`config.mk`:
```
export PLATFORM = sky130hd
export DESIGN_NAME = audio_serial_rx
export DESIGN_NICKNAME = d
export VERILOG_FILES = /design/src/rtl/sarx_pkg.sv /design/src/rtl/sarx_lr_edge.sv /design/src/rtl/sarx_shift_core.sv /design/src/rtl/sarx_frame_ctl.sv /design/src/rtl/audio_serial_rx.sv
export SDC_FILE = /design/constraint.sdc
export NUM_CORES = 1
export LEC_CHECK = 0
export BUFFER_PORTS_ARGS = -buffer_cell sky130_fd_sc_hd__buf_2
export CORE_MARGIN = 2
export CORE_UTILIZATION = 63
export CTS_BUF_LIST = sky130_fd_sc_hd__clkbuf_8 sky130_fd_sc_hd__clkbuf_16
export CTS_CLUSTER_SIZE = 40
export DETAILED_ROUTE_END_ITERATION = 10
export PLACE_DENSITY = 0.89
export SETUP_SLACK_MARGIN = 0.1
export SYNTH_ARGS = -nofsm -noshare
export SYNTH_HDL_FRONTEND = slang
export SYNTH_SLANG_ARGS = --single-unit
```
`constraint.sdc`:
```
create_clock -name bit_clk -period 7.09 [get_ports bit_clk]
set_input_delay 0.3545 -clock bit_clk [delete_from_list [all_inputs] [get_ports bit_clk]]
set_output_delay 0.3545 -clock bit_clk [all_outputs]
set_load 0.05 [all_outputs]
```
`src/rtl/sarx_pkg.sv`:
```
// Shared types and format helpers for the serial audio receiver.
// Assumes the 2-bit select encoding fixed by the block's requirements.
package sarx_pkg;

    typedef enum logic [1:0] {
        FMT_I2S      = 2'b00,
        FMT_RJ_FULL  = 2'b01,
        FMT_LJ       = 2'b10,
        FMT_RJ_SHORT = 2'b11
    } fmt_e;

    // Frame-clock level that marks the left channel.
    function automatic logic left_level(fmt_e f);
        return (f != FMT_I2S);
    endfunction

    // Bit clocks between the sampled frame-clock change and the MSB.
    function automatic logic msb_delay(fmt_e f);
        return (f == FMT_I2S);
    endfunction

endpackage

```
`src/rtl/sarx_lr_edge.sv`:
```
// Frame-clock edge detector. Compares the frame clock sampled on this rising
// edge with the sample from the previous edge. Assumes the frame clock
// changes away from the rising bit-clock edge. The first sample after reset
// only primes the history and never reports an edge.
module sarx_lr_edge (
    input  logic clk,
    input  logic rst_n,
    input  logic lr_in,
    output logic lr_edge,
    output logic lr_prev
);

    logic lr_q;
    logic primed;

    // Keep the previous frame-clock sample and note that the history is filled.
    always_ff @(posedge clk) begin
        if (!rst_n) begin
            lr_q   <= 1'b0;
            primed <= 1'b0;
        end else begin
            lr_q   <= lr_in;
            primed <= 1'b1;
        end
    end

    assign lr_edge = primed && (lr_in != lr_q);
    assign lr_prev = lr_q;

endmodule

```
`src/rtl/sarx_shift_core.sv`:
```
// Shift engine shared by all four formats. An MSB-aligned accumulator places
// each bit by its slot after the frame-clock edge: slot 0 is the edge cycle,
// and the format delay moves the MSB to slot 0 or slot 1. An LSB-aligned
// shift register keeps the last DATA_W bits seen. word_done is the word that
// finishes on the current edge, formed from state before this cycle's update.
module sarx_shift_core
    import sarx_pkg::*;
#(
    parameter int DATA_W  = 24,
    parameter int SHORT_W = 16
) (
    input  logic              clk,
    input  logic              rst_n,
    input  logic              sdata,
    input  fmt_e              fmt,
    input  logic              lr_edge,
    output logic [DATA_W-1:0] word_done
);

    localparam int SLOT_W = $clog2(DATA_W + 1) + 1;
    localparam logic [SLOT_W-1:0] SLOT_MAX = '1;
    localparam int EXT_W = DATA_W - SHORT_W;

    logic [DATA_W-1:0] msb_acc;
    logic [DATA_W-1:0] rj_shift;
    logic [SLOT_W-1:0] slot;
    logic [SLOT_W-1:0] offset;
    logic [SLOT_W-1:0] wr_idx;
    logic              delay;
    logic              in_range;

    assign delay    = msb_delay(fmt);
    assign offset   = slot - SLOT_W'(delay);
    assign in_range = (slot >= SLOT_W'(delay)) && (offset < SLOT_W'(DATA_W));
    assign wr_idx   = SLOT_W'(DATA_W - 1) - offset;

    // LSB-aligned capture: shift every bit in, the oldest falls out.
    always_ff @(posedge clk) begin
        if (!rst_n) rj_shift <= '0;
        else        rj_shift <= {rj_shift[DATA_W-2:0], sdata};
    end

    // Slot counter: restarts on each edge and saturates once past the word.
    always_ff @(posedge clk) begin
        if (!rst_n)              slot <= SLOT_MAX;
        else if (lr_edge)        slot <= SLOT_W'(1);
        else if (slot != SLOT_MAX) slot <= slot + SLOT_W'(1);
    end

    // MSB-aligned capture: clear on an edge, then write each bit at its slot.
    always_ff @(posedge clk) begin
        if (!rst_n) begin
            msb_acc <= '0;
        end else if (lr_edge) begin
            msb_acc <= delay ? '0 : {sdata, {(DATA_W-1){1'b0}}};
        end else begin
            for (int i = 0; i < DATA_W; i++) begin
                if (in_range && (wr_idx == SLOT_W'(i))) msb_acc[i] <= sdata;
            end
        end
    end

    // Pick the finished word for the active format.
    always_comb begin
        case (fmt)
            FMT_RJ_FULL:  word_done = rj_shift;
            FMT_RJ_SHORT: word_done = {{EXT_W{rj_shift[SHORT_W-1]}}, rj_shift[SHORT_W-1:0]};
            default:      word_done = msb_acc;
        endcase
    end

endmodule

```
`src/rtl/sarx_frame_ctl.sv`:
```
// Frame controller. Sorts edges into left-half ends and right-half ends, holds
// the left word until the right one is done, and publishes both with a
// one-cycle strobe. Only halves that begin on an observed edge are kept. It
// also counts bit clocks from one left start to the next and compares the
// count with the format's minimum.
module sarx_frame_ctl
    import sarx_pkg::*;
#(
    parameter int DATA_W   = 24,
    parameter int CNT_W    = 8,
    parameter int MIN_I2S  = 50,
    parameter int MIN_RJF  = 48,
    parameter int MIN_LJ   = 32,
    parameter int MIN_RJS  = 48
) (
    input  logic              clk,
    input  logic              rst_n,
    input  fmt_e              fmt,
    input  logic              lr_edge,
    input  logic              lr_prev,
    input  logic [DATA_W-1:0] word_done,
    output logic [DATA_W-1:0] left_word,
    output logic [DATA_W-1:0] right_word,
    output logic              valid,
    output logic              frame_err
);

    localparam logic [CNT_W-1:0] CNT_MAX = '1;

    logic              left_end;
    logic              right_end;
    logic              armed;
    logic              left_ok;
    logic [DATA_W-1:0] left_hold;
    logic [CNT_W-1:0]  frame_cnt;
    logic [CNT_W-1:0]  min_len;

    assign left_end  = lr_edge && (lr_prev == left_level(fmt));
    assign right_end = lr_edge && (lr_prev != left_level(fmt));

    // Minimum frame length for the active format.
    always_comb begin
        case (fmt)
            FMT_I2S:     min_len = CNT_W'(MIN_I2S);
            FMT_RJ_FULL: min_len = CNT_W'(MIN_RJF);
            FMT_LJ:      min_len = CNT_W'(MIN_LJ);
            default:     min_len = CNT_W'(MIN_RJS);
        endcase
    end

    // Arming: a half counts only if an edge was seen before it started.
    always_ff @(posedge clk) begin
        if (!rst_n) begin
            armed   <= 1'b0;
            left_ok <= 1'b0;
        end else begin
            if (lr_edge)            armed   <= 1'b1;
            if (left_end && armed)  left_ok <= 1'b1;
        end
    end

    // Hold the finished left word until its right partner completes.
    always_ff @(posedge clk) begin
        if (!rst_n)                left_hold <= '0;
        else if (left_end && armed) left_hold <= word_done;
    end

    // Frame length counter: restarts at each left start, saturates.
    always_ff @(posedge clk) begin
        if (!rst_n)               frame_cnt <= CNT_MAX;
        else if (right_end)       frame_cnt <= CNT_W'(1);
        else if (frame_cnt != CNT_MAX) frame_cnt <= frame_cnt + CNT_W'(1);
    end

    // Publish both words, the strobe and the length verdict together.
    always_ff @(posedge clk) begin
        if (!rst_n) begin
            left_word  <= '0;
            right_word <= '0;
            valid      <= 1'b0;
            frame_err  <= 1'b0;
        end else begin
            valid <= 1'b0;
            if (right_end && left_ok) begin
                left_word  <= left_hold;
                right_word <= word_done;
                valid      <= 1'b1;
                frame_err  <= (frame_cnt < min_len);
            end
        end
    end

endmodule

```
`src/rtl/audio_serial_rx.sv`:
```
// Top of the multi-format serial audio receiver. Everything runs on the
// rising bit-clock edge. Assumes the frame clock and the data change away
// from that edge, and that the format select only changes under reset.
module audio_serial_rx
    import sarx_pkg::*;
#(
    parameter int DATA_W  = 24,
    parameter int SHORT_W = 16,
    parameter int CNT_W   = 8,
    parameter int MIN_I2S = 50,
    parameter int MIN_RJF = 48,
    parameter int MIN_LJ  = 32,
    parameter int MIN_RJS = 48
) (
    input  logic              bit_clk,
    input  logic              rst_n,
    input  logic [1:0]        fmt_sel,
    input  logic              frame_clk,
    input  logic              ser_data,
    output logic [DATA_W-1:0] left_sample,
    output logic [DATA_W-1:0] right_sample,
    output logic              sample_valid,
    output logic              frame_err
);

    fmt_e              fmt;
    logic              lr_edge;
    logic              lr_prev;
    logic [DATA_W-1:0] word_done;

    assign fmt = fmt_e'(fmt_sel);

    sarx_lr_edge u_edge (
        .clk     (bit_clk),
        .rst_n   (rst_n),
        .lr_in   (frame_clk),
        .lr_edge (lr_edge),
        .lr_prev (lr_prev)
    );

    sarx_shift_core #(
        .DATA_W  (DATA_W),
        .SHORT_W (SHORT_W)
    ) u_core (
        .clk       (bit_clk),
        .rst_n     (rst_n),
        .sdata     (ser_data),
        .fmt       (fmt),
        .lr_edge   (lr_edge),
        .word_done (word_done)
    );

    sarx_frame_ctl #(
        .DATA_W  (DATA_W),
        .CNT_W   (CNT_W),
        .MIN_I2S (MIN_I2S),
        .MIN_RJF (MIN_RJF),
        .MIN_LJ  (MIN_LJ),
        .MIN_RJS (MIN_RJS)
    ) u_ctl (
        .clk        (bit_clk),
        .rst_n      (rst_n),
        .fmt        (fmt),
        .lr_edge    (lr_edge),
        .lr_prev    (lr_prev),
        .word_done  (word_done),
        .left_word  (left_sample),
        .right_word (right_sample),
        .valid      (sample_valid),
        .frame_err  (frame_err)
    );

endmodule

```
==> flow_summary_export.csv, run 1 <==
group,metric,value,unit
routing,drtAntennaViolNets,0,
yosys,post_synth_inst_count,647,
critical_path,worstSetupEndpointType,"flip-flop",
cts,cts_repair_resize_count,0,
placement,place.detailed.instances,768,
placement,dpl_worst_slack,3550,ps
critical_path,critPathArrivalTime,3460,ps
routing,length_of_the_first_detailed_routing_pass_in_iterations,5,
pwr,power_frac_seq,0.436,
sta,finalCriticalPeriod,3090,ps
die,initial_core_util,0.652,
yosys,mapped_cell_area,0.00568,mm2
grt,global_route_total_usage_across_every_layer,0.266,
pwr,switching_pwr,0.000622,W
critical_path,critPathMaxFanout,35,
yosys,edff_count_synth,0,
critical_path,critical_path.startpoint_type,"primary input",
pwr,max-vdd-ir-drop,0.233,mV
pwr,p_int,0.00139,W
sta,max_freq,323,MHz
hold_path,holdPathStages,2,
critical_path,worstRegToRegCells,11,
sta,worst_clock_skew,9.99,ps
placement,hpwl,7.92,mm
cts,cts.hold.buffers_added,0,
status,run_status,"complete, no violations",
sta,rsz0062_at_grt,"false",
cts,clock_tree.htree_level_count,4,
pwr,leakagePower,2.62,nW
sta,layout_setup_ws,4000,ps
yosys,ys_types,48,
routing,finalWirelength,12.7,mm
finish,finished_cell_area,0.00644,mm2
pwr,powerDensity,313,mW/mm2
yosys,fraction_of_the_yosys_area_taken_by_sequential_cells,0.493,
grt,grt_start_max_net_pins,66,
die,chipHeight,99.0,um
pwr,power_share_of_the_clock_group,0.403,
pwr,comb_power_share,0.161,
hold_path,hold_path.startpoint,"ser_data",
run,cap_viol_max_count,0,
critical_path,timing.rr.start,"u_core.slot[0]",
critical_path,worst-r2r-setup-slack,4160,ps
cts,root_buffer,"sky130_fd_sc_hd__clkbuf_8",
placement,place_congestion,0.826,
die,design.core.area,0.00872,mm2
hold_path,min-delay-path-class,"in2reg",
critical_path,crit-reg2reg-capture,"u_core.msb_acc[6]",
die,core.rowCount,34,
sta,finalHoldViolations,0,
grt,grt_pass1_vias,4432,
finish,layout-area-overhead-vs-synth,13.3,%
finish,drive_gt1_frac,0.143,
cts,tritoncts,"built",
sta,setup_viol,0,
finish,multi_input_comb_area,0.00264,mm2
cts,numClockSinks,140,
die,boundary_pin_count,56,
cts,postCtsSetupBuffers,0,
sta,layout_worst_path_cycle_share,0.436,
routing,num_vias,4714,
grt,globalRoute.totalOverflow,0,
critical_path,critPathKind,"in2reg",
finish,layout.nets,691,
yosys,avgSynthCellArea,8.78,um2
grt,initial_antenna_violation_count,0,
yosys,synthesis.nets,659,
routing,route.detailed.drc,0,
die,dieWidth,99.0,um
routing,avgRoutedWirePerCell,15.8,um
sta,maxSlewViolCount,0,
cts,cts-root-to-sink-buffers,2,
finish,num_antenna_cells,0,
yosys,register_bit_count_reported_by_yosys,140,
yosys,async_reset_ff_frac,0,
sta,worst-slew-pin-transition,1220,ps
pwr,power.share.switching,0.309,
placement,buffer_ports.inserted,55,
die,design.die.area,0.00980,mm2
sta,sum_neg_setup_slack,0,ps
cts,cts_buffers,17,
placement,post_dp_cell_area,0.00589,mm2
routing,vias_per_cell,5.89,
finish,nFillCells,572,
finish,ff_latch_area,0.00280,mm2
yosys,synth-main-ff-cell,"sky130_fd_sc_hd__dfxtp_1",
grt,grt_first_pass_wirelength,21.1,mm
cts,clk-insertion-delay-late,530,ps
yosys,synth_warnings,0,
routing,drt_iter0_markers,295,
sta,timing.max_slew.rel_slack,0.187,
finish,layoutNonFillerInstCount,800,
critical_path,required,7460,ps
hold_path,hold_end,"u_core.rj_shift[0]",
cts,worst_setup_hold_path_clk_slew,70,ps
==> through the flow <==
stage | hold WS, ps | utilization | total power (W)
6_report | 78.7 | 0.738 | 0.00201
5_1_grt | 86.1 | 0.738 | 0.00210
4_1_cts | 59.7 | 0.738 | 0.00201
3_5_place_dp | 443 | 0.676 | 0.00121
3_3_place_gp | 436 | 0.676 | 0.00120
2_1_floorplan | 382 | - | 0.00115
==> critical path, stage by stage <==
cell                      delay [ps]
sky130_fd_sc_hd__buf_2           360
sky130_fd_sc_hd__nor2_2          340
sky130_fd_sc_hd__ha_1            260
sky130_fd_sc_hd__ha_1            380
sky130_fd_sc_hd__nand2_1         110
sky130_fd_sc_hd__xnor2_1         140
sky130_fd_sc_hd__ha_1            270
sky130_fd_sc_hd__xnor2_1         170
sky130_fd_sc_hd__or3b_1          490
sky130_fd_sc_hd__a21oi_2         280
sky130_fd_sc_hd__nand3_1         130
sky130_fd_sc_hd__mux2i_1         170
==> routing by layer <==
layer	share of wire	routed length (um)	track usage
met1	0.44	5630	0.341
met2	0.48	6100	0.438
met5	0	0	0
met3	0.057	724	0.0652
met4	0.017	212	0.0948
==> cell type report <==
cell class	count	area share
multi-input combinational	456	0.409
inverter	6	0.00350
tap	108	0.0210
timing repair buffer	58	0.0462
clock buffer	17	0.0643
clock inverter	15	0.0204
sequential	140	0.435
==> power by group through the flow <==
stage / Clock, W / Sequential [W] / Combinational, W
final: 0.000811 / 0.000879 / 0.000325
after global routing: 0.000851 / 0.000885 / 0.000366
after CTS: 0.000816 / 0.000876 / 0.000322
after detailed placement: 0 / 0.000892 / 0.000317
after global placement: 0 / 0.000889 / 0.000307
after floorplan: 0 / 0.000870 / 0.000276
==> worst max-delay path by stage <==
stage	startpoint	end	cells after the start
6_report	fmt_sel[0]	u_core.msb_acc[6]	12
4_1_cts	fmt_sel[0]	u_core.msb_acc[6]	12
3_3_place_gp	fmt_sel[0]	u_core.msb_acc[13]	12
5_1_grt	fmt_sel[0]	u_core.msb_acc[6]	12
2_1_floorplan	fmt_sel[0]	u_core.msb_acc[12]	13
3_5_place_dp	fmt_sel[0]	u_core.msb_acc[14]	12
==> flip-flops by register name, summed over array words and instances (netlist names) <==
signal and flops:
u_ctl.valid 1, u_core.slot 6, u_edge.primed 1, u_ctl.right_word 24, u_ctl.left_hold 24, u_core.msb_acc 24
u_ctl.armed 1, u_core.rj_shift 24, u_ctl.left_word 24, u_ctl.frame_cnt 8, u_ctl.left_ok 1, u_edge.lr_prev 1
u_ctl.frame_err 1
==> cells by family (layout without fill, tap and decap cells) <==
| kind of cell | Yosys count | count (layout) | share of synthesized area |
|---|---|---|---|
| buf+inv | 51 | 96 | 0.0432 |
| compound gates | 130 | 130 | 0.143 |
| simple gates | 267 | 267 | 0.216 |
| fa+ha+maj | 6 | 6 | 0.0132 |
| xor+xnor | 11 | 11 | 0.0170 |
| mux | 42 | 42 | 0.0740 |
| flops | 140 | 140 | 0.493 |
==> synth_stat cells, drive strengths merged, types with 3 or more instances <==
cell type,n,share of area
buf,17,0.021
and2,26,0.029
xnor2,8,0.012
nand3,31,0.027
xor2,3,0.0046
o31ai,5,0.0075
nand2,115,0.076
nand2b,4,0.0044
o21ai,16,0.014
nor2,58,0.039
nor2b,5,0.0055
nor3,4,0.0035
clkbuf,28,0.018
dfxtp,140,0.49
a21oi,64,0.059
nand4b,5,0.0077
mux2i,42,0.074
a211oi,32,0.043
nand3b,3,0.0040
inv,5,0.0033
and3,8,0.0088
ha,6,0.013
==> cells in the final DEF (no fill, tap or decap), types with 2 or more instances in the layout <==
cell type	netlist	layout
sky130_fd_sc_hd__dfxtp_1	140	140
sky130_fd_sc_hd__nand2_1	115	115
sky130_fd_sc_hd__a21oi_1	60	60
sky130_fd_sc_hd__nor2_1	57	57
sky130_fd_sc_hd__buf_2	7	55
sky130_fd_sc_hd__mux2i_1	42	42
sky130_fd_sc_hd__nand3_1	31	31
sky130_fd_sc_hd__a211oi_1	31	31
sky130_fd_sc_hd__and2_1	26	26
sky130_fd_sc_hd__clkbuf_16	0	16
sky130_fd_sc_hd__o21ai_0	15	15
sky130_fd_sc_hd__xnor2_1	8	8
sky130_fd_sc_hd__and3_1	8	7
sky130_fd_sc_hd__ha_1	6	6
sky130_fd_sc_hd__inv_1	5	5
sky130_fd_sc_hd__nor2b_1	5	5
sky130_fd_sc_hd__nand4b_1	5	5
sky130_fd_sc_hd__nand2b_1	4	4
sky130_fd_sc_hd__nor3_1	4	4
sky130_fd_sc_hd__a21oi_2	4	4
sky130_fd_sc_hd__o31ai_1	4	4
sky130_fd_sc_hd__inv_6	0	4
sky130_fd_sc_hd__clkinvlp_4	0	4
sky130_fd_sc_hd__inv_8	0	4
sky130_fd_sc_hd__nand3b_1	3	3
sky130_fd_sc_hd__xor2_1	3	3
sky130_fd_sc_hd__buf_4	6	3
sky130_fd_sc_hd__nor4bb_1	2	2
sky130_fd_sc_hd__o2bb2ai_1	2	2
sky130_fd_sc_hd__a31oi_1	2	2
sky130_fd_sc_hd__a21o_1	2	2
sky130_fd_sc_hd__clkinv_4	0	2
No activity file was read; power rests on OpenSTA's default activity.
==> inputs of run 2 (changes only) <==
--- a/config.mk
+++ b/config.mk
@@ -7,11 +7,11 @@
 export LEC_CHECK = 0
 export BUFFER_PORTS_ARGS = -buffer_cell sky130_fd_sc_hd__buf_2
 export CORE_MARGIN = 2
-export CORE_UTILIZATION = 63
+export CORE_UTILIZATION = 58
 export CTS_BUF_LIST = sky130_fd_sc_hd__clkbuf_8 sky130_fd_sc_hd__clkbuf_16
 export CTS_CLUSTER_SIZE = 40
 export DETAILED_ROUTE_END_ITERATION = 10
-export PLACE_DENSITY = 0.89
+export PLACE_DENSITY = 0.83
 export SETUP_SLACK_MARGIN = 0.1
 export SYNTH_ARGS = -nofsm -noshare
 export SYNTH_HDL_FRONTEND = slang
==> constraint.sdc (replaced) <==
create_clock -name bit_clk -period 3.05 [get_ports bit_clk]
set_input_delay 0.1525 -clock bit_clk [delete_from_list [all_inputs] [get_ports bit_clk]]
set_output_delay 0.1525 -clock bit_clk [all_outputs]
set_load 0.05 [all_outputs]
==> run 2 against run 1 <==
- register-to-register slack worse by 3900 ps
- via count down 1.8%
- final cell count up 4.0%
- hold slack worse by 4.7 ps
- clock power up 140%
- combinational power up 140%
- total power up 140%
- final area up 1.7%
- setup slack worse by 3700 ps
- utilization down 5.9 points
- critical path type is now reg2reg
==> flow_summary_export.csv, run 2 (synthesis gave the netlist of run 1 again) <==
group,metric,value,unit
status,run_status,"complete, no violations",
cts,clock_tree.htree_level_count,4,
hold_path,min-delay-path-class,"in2reg",
finish,most_common_cell_after_layout_fill_and_taps_aside,"sky130_fd_sc_hd__dfxtp_1",
routing,finalWirelength,12.4,mm
critical_path,path_buf_inv,1,
finish,num_antenna_cells,0,
routing,avgRoutedWirePerCell,14.9,um
routing,num_vias,4631,
grt,grt_start_max_net_pins,69,
critical_path,critPathMaxFanout,5,
grt,initial_antenna_violation_count,0,
placement,buffer_ports.inserted,55,
die,dieWidth,103,um
sta,finalCriticalPeriod,2780,ps
cts,cts-root-to-sink-buffers,2,
critical_path,critPathKind,"reg2reg",
finish,nFillCells,770,
grt,grt_first_pass_wirelength,20.0,mm
cts,root_buffer,"sky130_fd_sc_hd__clkbuf_8",
cts,worst_setup_hold_path_clk_slew,60,ps
pwr,leakagePower,2.69,nW
sta,setup_viol,0,
cts,postCtsSetupBuffers,0,
routing,drtAntennaViolNets,0,
die,design.die.area,0.0106,mm2
routing,length_of_the_first_detailed_routing_pass_in_iterations,5,
die,core.rowCount,36,
critical_path,crit-reg2reg-capture,"u_core.msb_acc[14]",
critical_path,critical_path.top_delay_family,"adder cells",
finish,layout.nets,699,
hold_path,hold_end,"u_edge.primed",
routing,vias_per_cell,5.57,
hold_path,hold_path.startpoint,"rst_n",
run,cap_viol_max_count,0,
sta,maxSlewViolCount,0,
grt,global_route_total_usage_across_every_layer,0.243,
sta,worst_clock_skew,5.38,ps
sta,sum_neg_setup_slack,0,ps
critical_path,worstSetupEndpointType,"flip-flop",
routing,route.detailed.drc,0,
sta,max_freq,360,MHz
pwr,max-vdd-ir-drop,0.338,mV
sta,rsz0062_at_grt,"false",
placement,place_congestion,0.906,
cts,numClockSinks,140,
placement,post_dp_cell_area,0.00597,mm2
finish,layout-area-overhead-vs-synth,15.3,%
cts,tritoncts,"built",
critical_path,critical_path.startpoint_type,"flip-flop",
cts,cts_buffers,17,
sta,worst-slew-pin-transition,1130,ps
finish,finished_cell_area,0.00655,mm2
die,initial_core_util,0.590,
die,design.core.area,0.00964,mm2
finish,top_library_cells_by_usage_in_the_layout_fill_and_taps_aside,"sky130_fd_sc_hd__dfxtp_1 (140), sky130_fd_sc_hd__nand2_1 (115), sky130_fd_sc_hd__a21oi_1 (60)",
critical_path,worst_path_max_delay_cell,"sky130_fd_sc_hd__or3b_1",
routing,drt_iter0_markers,338,
critical_path,timing.rr.start,"u_core.slot[0]",
sta,timing.max_slew.rel_slack,0.248,
cts,clk-insertion-delay-late,530,ps
die,boundary_pin_count,56,
critical_path,worst-r2r-setup-slack,270,ps
critical_path,crit_chain,"inv_1 > ha_1 > ha_1 > nand2_1 > xnor2_1 > ha_1 > xnor2_1 > or3b_1 > a21oi_2 > nand4b_1 > mux2i_1",
placement,hpwl,7.96,mm
pwr,powerDensity,724,mW/mm2
critical_path,max_stage_delay,490,ps
grt,globalRoute.totalOverflow,0,
finish,drive_gt1_frac,0.144,
hold_path,holdPathStages,1,
grt,grt_pass1_vias,4270,
critical_path,worstRegToRegCells,11,
sta,finalHoldViolations,0,
critical_path,crit_top_cell,"sky130_fd_sc_hd__ha_1",
sta,layout_worst_path_cycle_share,0.911,
critical_path,critPathArrivalTime,3130,ps
critical_path,required,3400,ps
die,chipHeight,103,um
-- run 2: changes by cell type in the layout (fill, tap and decap cells not counted), moves of 2 or more --
cell                            change
sky130_fd_sc_hd__buf_4              +6
sky130_fd_sc_hd__bufinv_16          +2
sky130_fd_sc_hd__clkbuf_8           +3
sky130_fd_sc_hd__clkinv_2           +4
sky130_fd_sc_hd__clkinvlp_4         -4
sky130_fd_sc_hd__dlygate4sd3_1      +2
sky130_fd_sc_hd__inv_1              +3
sky130_fd_sc_hd__inv_6              -4
sky130_fd_sc_hd__inv_8              -4
-- run 2: worst max-delay path by stage --
stage	from	end	slack (ps)	depth (start not counted)
floorplan	fmt_sel[0]	u_core.msb_acc[12]	290	13
global placement	fmt_sel[0]	u_core.msb_acc[14]	330	11
detailed placement	fmt_sel[0]	u_core.msb_acc[14]	210	12
CTS	u_core.slot[0]	u_core.msb_acc[14]	290	11
global route	u_core.slot[0]	u_core.msb_acc[14]	120	11
finish	u_core.slot[0]	u_core.msb_acc[14]	270	11
-- run 2: cell type report --
class | instances | area [um2] | share of cell area
timing repair buffer | 66 | 363 | 0.0554
clock buffer | 20 | 455 | 0.0695
tap | 133 | 166 | 0.0254
multi-input combinational | 456 | 2640 | 0.402
clock inverter | 11 | 104 | 0.0159
inverter | 6 | 22.5 | 0.00344
sequential | 140 | 2800 | 0.428
-- run 2: power by group --
part / total [W] / switching, W / internal, W
Sequential: 0.00203 / 0.000114 / 0.00192
Combinational: 0.000781 / 0.000476 / 0.000305
Clock: 0.00193 / 0.000726 / 0.00121
-- run 2: repair_timing --
action	in CTS	in global routing
gates resized for setup	0	0
hold buffers	2	0
endpoints found under the hold margin	2	0
-- run 2: per-stage QoR --
stage	instances	setup slack [ps]	total power (W)	util	hold WS (ps)
after floorplan	647	289	0.00266	-	180
after global placement	799	330	0.00279	0.619	423
after detailed placement	799	205	0.00283	0.619	432
after CTS	832	290	0.00475	0.680	62.4
after global routing	832	123	0.00495	0.680	104
final	832	272	0.00474	0.680	73.9
-- run 2: per-layer routing --
metal / part of all wire / global-route usage / vias to the layer above
li1: - / - / 2297
met3: 0.042 / 0.0678 / 14
met1: 0.46 / 0.310 / 2211
met5: 0 / 0 / -
met4: 0.012 / 0.0881 / 0
met2: 0.48 / 0.396 / 109
==> inputs of run 3 (changes only) <==
--- a/config.mk
+++ b/config.mk
@@ -12,6 +12,7 @@
 export CTS_CLUSTER_SIZE = 40
 export DETAILED_ROUTE_END_ITERATION = 10
 export PLACE_DENSITY = 0.83
+export RECOVER_POWER = 25
 export SETUP_SLACK_MARGIN = 0.1
 export SYNTH_ARGS = -nofsm -noshare
 export SYNTH_HDL_FRONTEND = slang
==> run 3 against run 2 <==
- register-to-register slack about the same
- sequential share of layout area up 0.18 points
- combinational power about the same
- hold slack better by 57 ps
- critical path depth unchanged
- final cell count unchanged
- clock power about the same
- largest cell class unchanged
- highest routed layer unchanged
==> flow_summary_export.csv, run 3 (synthesis gave the netlist of run 1 again) <==
group,metric,value,unit
sta,setup_viol,0,
grt,initial_antenna_violation_count,0,
sta,maxSlewViolCount,0,
sta,worst-slew-pin-transition,1480,ps
die,design.die.area,0.0106,mm2
finish,layout.nets,699,
hold_path,min-delay-path-class,"in2reg",
cts,cts-root-to-sink-buffers,2,
pwr,leakagePower,2.59,nW
run,cap_viol_max_count,0,
die,dieWidth,103,um
placement,hpwl,7.96,mm
routing,avgRoutedWirePerCell,14.9,um
cts,cts_buffers,17,
critical_path,crit_top_cell,"sky130_fd_sc_hd__ha_1",
sta,layout_setup_ws,281,ps
grt,grt_start_max_net_pins,69,
sta,layout_worst_path_cycle_share,0.908,
die,core.rowCount,36,
sta,finalHoldViolations,0,
critical_path,max_stage_delay,490,ps
routing,drt_iter0_markers,325,
pwr,powerDensity,726,mW/mm2
critical_path,critical_path.startpoint_type,"flip-flop",
grt,grt_pass1_vias,4270,
critical_path,critPathArrivalTime,3120,ps
routing,length_of_the_first_detailed_routing_pass_in_iterations,5,
status,run_status,"complete, no violations",
finish,drive_gt1_frac,0.113,
cts,postCtsSetupBuffers,0,
finish,top_library_cells_by_usage_in_the_layout_fill_and_taps_aside,"sky130_fd_sc_hd__dfxtp_1 (140), sky130_fd_sc_hd__nand2_1 (115), sky130_fd_sc_hd__a21oi_1 (60)",
critical_path,worst_path_max_delay_cell,"sky130_fd_sc_hd__or3b_1",
critical_path,required,3400,ps
finish,finished_cell_area,0.00652,mm2
cts,numClockSinks,140,
die,design.core.area,0.00964,mm2
placement,dpl_worst_slack,205,ps
cts,clk-insertion-delay-late,520,ps
finish,ff_latch_area,0.00280,mm2
cts,cts_repair_resize_count,0,
critical_path,critical_path.top_delay_family,"adder cells",
grt,grt_first_pass_wirelength,20.0,mm
cts,cts.hold.buffers_added,2,
sta,max_freq,361,MHz
critical_path,crit_chain,"inv_1 > ha_1 > ha_1 > nand2_1 > xnor2_1 > ha_1 > xnor2_1 > or3b_1 > a21oi_2 > nand4b_1 > mux2i_1",
finish,multi_input_comb_area,0.00264,mm2
die,chipHeight,103,um
routing,finalWirelength,12.4,mm
routing,vias_per_cell,5.56,
routing,route.detailed.drc,0,
placement,place_congestion,0.906,
finish,num_antenna_cells,0,
finish,most_common_cell_after_layout_fill_and_taps_aside,"sky130_fd_sc_hd__dfxtp_1",
cts,root_buffer,"sky130_fd_sc_hd__clkbuf_8",
critical_path,worstSetupEndpointType,"flip-flop",
critical_path,critPathMaxFanout,5,
finish,nFillCells,781,
sta,rsz0062_at_grt,"false",
die,boundary_pin_count,56,
sta,finalCriticalPeriod,2770,ps
routing,num_vias,4628,
sta,worst_clock_skew,6.41,ps
routing,drtAntennaViolNets,0,
grt,global_route_total_usage_across_every_layer,0.243,
cts,clock_tree.htree_level_count,4,
placement,buffer_ports.inserted,55,
critical_path,path_buf_inv,1,
cts,tritoncts,"built",
cts,worst_setup_hold_path_clk_slew,60,ps
critical_path,critPathKind,"reg2reg",
grt,globalRoute.totalOverflow,0,
placement,post_dp_cell_area,0.00597,mm2
die,initial_core_util,0.590,
finish,layout-area-overhead-vs-synth,14.8,%
sta,timing.max_slew.rel_slack,0.0153,
pwr,max-vdd-ir-drop,0.338,mV
sta,sum_neg_setup_slack,0,ps
## run 3: changes by cell type in the layout (fill, tap and decap cells not counted), sizes merged
cell / change
clkbuf: +22
buf: -22
## run 3: worst paths after layout
path	startpoint	endpoint	slack (ps)	cells after the start
worst max register to register	u_core.slot[0]	u_core.msb_acc[14]	280	11
worst min-delay path	fmt_sel[1]	u_core.msb_acc[23]	130	5
worst max-delay path	u_core.slot[0]	u_core.msb_acc[14]	280	11
worst min register to register	u_ctl.left_hold[20]	u_ctl.left_word[20]	450	2
## run 3: through the flow
| stage | hold WS, ps | instances | util | power [W] |
|---|---|---|---|---|
| 2_1_floorplan | 180 | 647 | - | 0.00266 |
| 3_3_place_gp | 423 | 799 | 0.619 | 0.00279 |
| 3_5_place_dp | 432 | 799 | 0.619 | 0.00283 |
| 4_1_cts | 62.4 | 832 | 0.680 | 0.00475 |
| 5_1_grt | 163 | 832 | 0.677 | 0.00495 |
| 6_report | 131 | 832 | 0.677 | 0.00474 |
## run 3: tightest hold or removal path, cell delays in order
cell	delay, ps
sky130_fd_sc_hd__buf_2	130
sky130_fd_sc_hd__nor2_2	80
sky130_fd_sc_hd__nor2b_1	110
sky130_fd_sc_hd__a2bb2oi_1	70
sky130_fd_sc_hd__nand3_1	70
## run 3: layout make-up
| class | instances | area share |
|---|---|---|
| inverters | 6 | 0.00345 |
| flip-flops and latches | 140 | 0.430 |
| clock buffers | 20 | 0.0698 |
| multi-input cells | 456 | 0.404 |
| clock inverters | 11 | 0.0159 |
| well taps | 133 | 0.0255 |
| repair buffers | 66 | 0.0514 |
## run 3: metal layers
layer,track usage,part of all wire,up-vias
li1,-,-,2298
met4,0.0881,0.013,0
met2,0.396,0.49,107
met1,0.310,0.46,2210
met5,0,0,-
met3,0.0678,0.038,13
## run 3: report_power, final
part / switching, W / total (W) / leakage, nW / internal (W)
registers: 0.000115 / 0.00203 / 1.13 / 0.00192
clock network: 0.000718 / 0.00192 / 0.295 / 0.00121
logic: 0.000477 / 0.000782 / 1.16 / 0.000305
total: 0.00131 / 0.00474 / 2.59 / 0.00343
